### config.mk
export PLATFORM = sky130hd
export DESIGN_NAME = rd_out_stage
export DESIGN_NICKNAME = d
export VERILOG_FILES = /design/src/rtl/rd_out_stage.sv
export SDC_FILE = /design/constraint.sdc
export NUM_CORES = 1
export LEC_CHECK = 0
export BUFFER_PORTS_ARGS = -buffer_cell sky130_fd_sc_hd__clkbuf_2
export CORE_UTILIZATION = 56
export DETAILED_ROUTE_END_ITERATION = 6
export PLACE_DENSITY = 0.84
export SLEW_MARGIN = 25
export SYNTH_ARGS = -nofsm -noshare
export SYNTH_HDL_FRONTEND = slang
export SYNTH_SLANG_ARGS = --single-unit
### constraint.sdc
create_clock -name clk -period 2.1 [get_ports clk]
set_input_delay 0.105 -clock clk [delete_from_list [all_inputs] [get_ports clk]]
set_output_delay 0.105 -clock clk [all_outputs]
set_load 0.005 [all_outputs]
### src/rtl/rd_out_stage.sv
module rd_out_stage #(
  parameter int DW            = 32,
  parameter bit MODE_PIN_USED = 1'b1,
  parameter bit STRAP_PIPE    = 1'b1
) (
  input  logic          clk,
  input  logic          rst_n,
  input  logic [1:0]    cmd_i,
  input  logic [DW-1:0] rd_data_i,
  input  logic          pipe_sel_i,
  input  logic          oe_n_i,
  input  logic          sleep_i,
  output logic [DW-1:0] dq_o,
  output logic          dq_oe_o
);

  localparam logic [1:0] CMD_RD = 2'b01;
  localparam logic [1:0] CMD_WR = 2'b10;

  logic          pipe_mode;
  logic          s1_rd, s2_rd;
  logic [DW-1:0] s1_dat, s2_dat;

  generate
    if (MODE_PIN_USED) begin : g_pin
      assign pipe_mode = pipe_sel_i;
    end else begin : g_strap
      assign pipe_mode = STRAP_PIPE;
    end
  endgenerate

  always_ff @(posedge clk or negedge rst_n) begin
    if (!rst_n) begin
      s1_rd  <= 1'b0;
      s2_rd  <= 1'b0;
      s1_dat <= '0;
      s2_dat <= '0;
    end else if (sleep_i) begin
      s1_rd  <= 1'b0;
      s2_rd  <= 1'b0;
    end else begin
      s1_rd  <= (cmd_i == CMD_RD);
      s2_rd  <= s1_rd;
      s2_dat <= s1_dat;
      if (cmd_i == CMD_RD) s1_dat <= rd_data_i;
    end
  end

  assign dq_o    = pipe_mode ? s2_dat : s1_dat;
  assign dq_oe_o = (pipe_mode ? s2_rd : s1_rd) & ~oe_n_i & ~sleep_i;

  logic [1:0] live;
  always_ff @(posedge clk or negedge rst_n) begin
    if (!rst_n) live <= 2'd0;
    else if (live != 2'd3) live <= live + 2'd1;
  end

  AST_RESET_QUIET: assert property (@(posedge clk) (live == 2'd0 && rst_n) |-> (!dq_oe_o && dq_o == '0));

  AST_FT_LATENCY: assert property (@(posedge clk) disable iff (!rst_n)
    (live >= 2'd1 && !pipe_mode && !oe_n_i && !sleep_i && $past(cmd_i) == CMD_RD && !$past(sleep_i))
    |-> (dq_oe_o && dq_o == $past(rd_data_i)));

  AST_PP_LATENCY: assert property (@(posedge clk) disable iff (!rst_n)
    (live >= 2'd2 && pipe_mode && !oe_n_i && !sleep_i && $past(cmd_i, 2) == CMD_RD
     && !$past(sleep_i, 1) && !$past(sleep_i, 2))
    |-> (dq_oe_o && dq_o == $past(rd_data_i, 2)));

  AST_PP_DESEL_OFF: assert property (@(posedge clk) disable iff (!rst_n)
    (live >= 2'd2 && pipe_mode && $past(cmd_i, 2) != CMD_RD) |-> !dq_oe_o);

  AST_WR_SLOT_OFF: assert property (@(posedge clk) disable iff (!rst_n)
    (live >= 2'd1 && !pipe_mode && $past(cmd_i) == CMD_WR) |-> !dq_oe_o);

  AST_OE_GATE: assert property (@(posedge clk) disable iff (!rst_n)
    oe_n_i |-> !dq_oe_o);

  AST_SLEEP_GATE: assert property (@(posedge clk) disable iff (!rst_n)
    (live >= 2'd1 && $past(sleep_i)) |-> !dq_oe_o);

  AST_SLEEP_HOLD: assert property (@(posedge clk) disable iff (!rst_n)
    (live >= 2'd1 && $past(sleep_i) && $stable(pipe_mode)) |-> $stable(dq_o));

endmodule

==> metrics.md <==
| Metric | Value |
|---|---|
| Vias in the first global route | 1782 |
| Final setup viols | 0 |
| Final WL | 4960 um |
| H-Tree Depth | 3 |
| Detailed Routing Iterations Pass 1 | 3 |
| Post-DP Area | 3270 sq um |
| # diodes | 0 |
| Hold crit path type | input pin to flip-flop |
| FF+latch count, synth | 66 |
| 1st-iter DRT viols | 46 |
| Power Dens Cells | 925 nW/um^2 |
| Root Buffer | clkbuf_8 |
| Tmin final | 1.30 ns |
| I/O Buffers | 71 |
| Pin count of the biggest net entering global routing | 53 |
| CP Capture Type | output port |
| DR vias/cell | 5.14 |
| Slew Viols, Final | 0 |
| Vias post-DR | 1695 |
| Gr ovfl total | 0 |
| Syn Inst Count | 177 |
| Hold WS | 0.0132 ns |
| Die height | 73.4 um |
| Clock sinks | 66 |
| CP startpoint kind | input pin |
| Outcome | finished clean |
| Synthesis Warnings | 0 |
| DP Cell Count | 308 |
| Syn nets | 216 |
| # rows | 25 |
| Final HPWL DP | 3240 um |
| Cell Count, Final, Fillers Out | 330 |
| Largest cells by area after synthesis | dfrtp_1 (58%), mux2_2 (37%), buf_6 (1.6%) |
| GPL Wtd Cong | 0.684 |
| Fin crit share | 61.8% |
| Bufs on Longest Clock Path | 2 |
| Top-area cell type share of the netlist area | 57.9% |
| Commonest non-fill, non-tap cell in the layout | mux2_2 |
| Register cell area after layout | 1650 sq um |
| Total power | 3.23 mW |
| Slew at the pin closest to its max-slew limit | 0.454 ns |
| Max-Cap Viols | 0 |
| Clock-pin slew on the worst setup and hold paths | 0.06 ns |
| Worst Path Required | 2.00 ns |
| Post-DRT Antenna Nets | 0 |
| Fill count | 360 |
| Final Cell Area | 3490 sq um |
| I/O pin count | 72 |
| Die width | 73.4 um |
| Critical-path maximum fanout | 19 |
| Area occupied by multi-input gates | 1120 sq um |
| Critical path type | input pin to output port |
| Core Box Area | 4820 sq um |
| Highest clock rate | 771 MHz |
| Initial antenna violation count | 0 |
| First-pass GRT wire length | 8010 um |
| Synthesized area | 2850 sq um |
| Worst skew pair latency | 0.32 ns |
| Average routed wire per standard cell | 15.0 um |
| Clock Skew | 0.00478 ns |
| Area added between synthesis and finish | 22.3% |
| GRT Util Overall | 20.6% |
| RSZ-0062 raised after global routing | false |
| Max VDD drop | 548 uV |
| Post-synth cell types | 10 |
| Crit path arrival time | 1.19 ns |
| Final Hold Vio Count | 0 |
| # nets final | 298 |
| Setup TNS | 0 ns |
| Commonest non-fill, non-tap cells in the layout | mux2_2 (93), clkbuf_2 (70), dfrtp_1 (66) |
| Post-synthesis sequential area ratio | 57.9% |
| CTS tree | built |
| Post-Syn Area per Cell | 16.1 sq um |
| Full die area | 5380 sq um |
| Starting Density | 59.2% |
| Leakage | 1.62 nW |
| Headroom to the max-slew limit | 69.7% |
| Share of cells above drive strength 1 | 69.2% |
| Largest area contributor in the netlist | dfrtp_1 |
| # DRC | 0 |
| CTS buffer count | 9 |
## through the flow
step / util [%] / worst slack (ns)
global route: 72.4 / 0.748
CTS: 72.4 / 0.793
global placement: 67.8 / 0.788
detailed placement: 67.8 / 0.752
floorplan: - / 0.921
finish: 72.4 / 0.803
## critical path, cell delays in order
cell      delay (ns)
clkbuf_2        0.37
buf_12          0.23
mux2_2          0.36
clkbuf_2        0.12
## state kept, by name, summed over array words and instances, names as in the netlist
name / cells
s1_rd: 1
s2_rd: 1
s2_dat: 32
s1_dat: 32
## timing repair
item                      in CTS  in global routing
hold buffers                   7                  0
resized for setup              0                  0
hold endpoints to repair      20                  0
setup buffers                  0                  0
## cell families (layout without fill, tap and decap cells)
family                 after synthesis  in the layout  synth area share, %
and+or+nand+nor                      3              3                 1.05
buffers and inverters               11             97                 2.76
muxes                               97             97                 38.3
DFF                                 66             66                 57.9
## area by class of cell
cell class                      count  area share (%)
Sequential cell                    66            47.3
Timing Repair Buffer               82            13.8
Multi-Input combinational cell    100            32.1
Tap cell                           67            2.40
Clock buffer                       11            3.77
Clock inverter                      4           0.574
## cells in the mapped netlist (all sizes together)
master,n
nor3,1
nor2b,1
clkbuf,1
mux2,96
nor3b,1
mux2i,1
buf,10
dfrtp,66
## final timing paths
kind                               to  depth (start not counted)  slack (ns)          start
max                          dq_o[31]                          4        0.80     pipe_sel_i
max in group asynchronous   s2_dat[4]                          3        1.30          rst_n
min in group asynchronous  s2_dat[25]                          2        0.22          rst_n
min reg2reg                     s2_rd                          1        0.50          s1_rd
min                        s1_dat[12]                          2        0.01  rd_data_i[12]
max reg2reg                 s2_dat[6]                          1        1.30      s2_dat[6]
## report_power, final
part           leakage (nW)  total [mW]  internal, mW  switching, mW
Sequential            0.785        1.68          1.54          0.145
Combinational         0.749       0.704         0.456          0.248
Clock                0.0827       0.841         0.414          0.427
Total                  1.62        3.23          2.41          0.821
## per-layer routing
metal,track usage (%),vias up,routed length (um)
li1,-,801,-
met1,24.0,841,2290
met2,35.2,48,2400
met3,5.76,5,214
met4,10.3,0,55
met5,0,-,0
(Power assumes the default switching activity.)
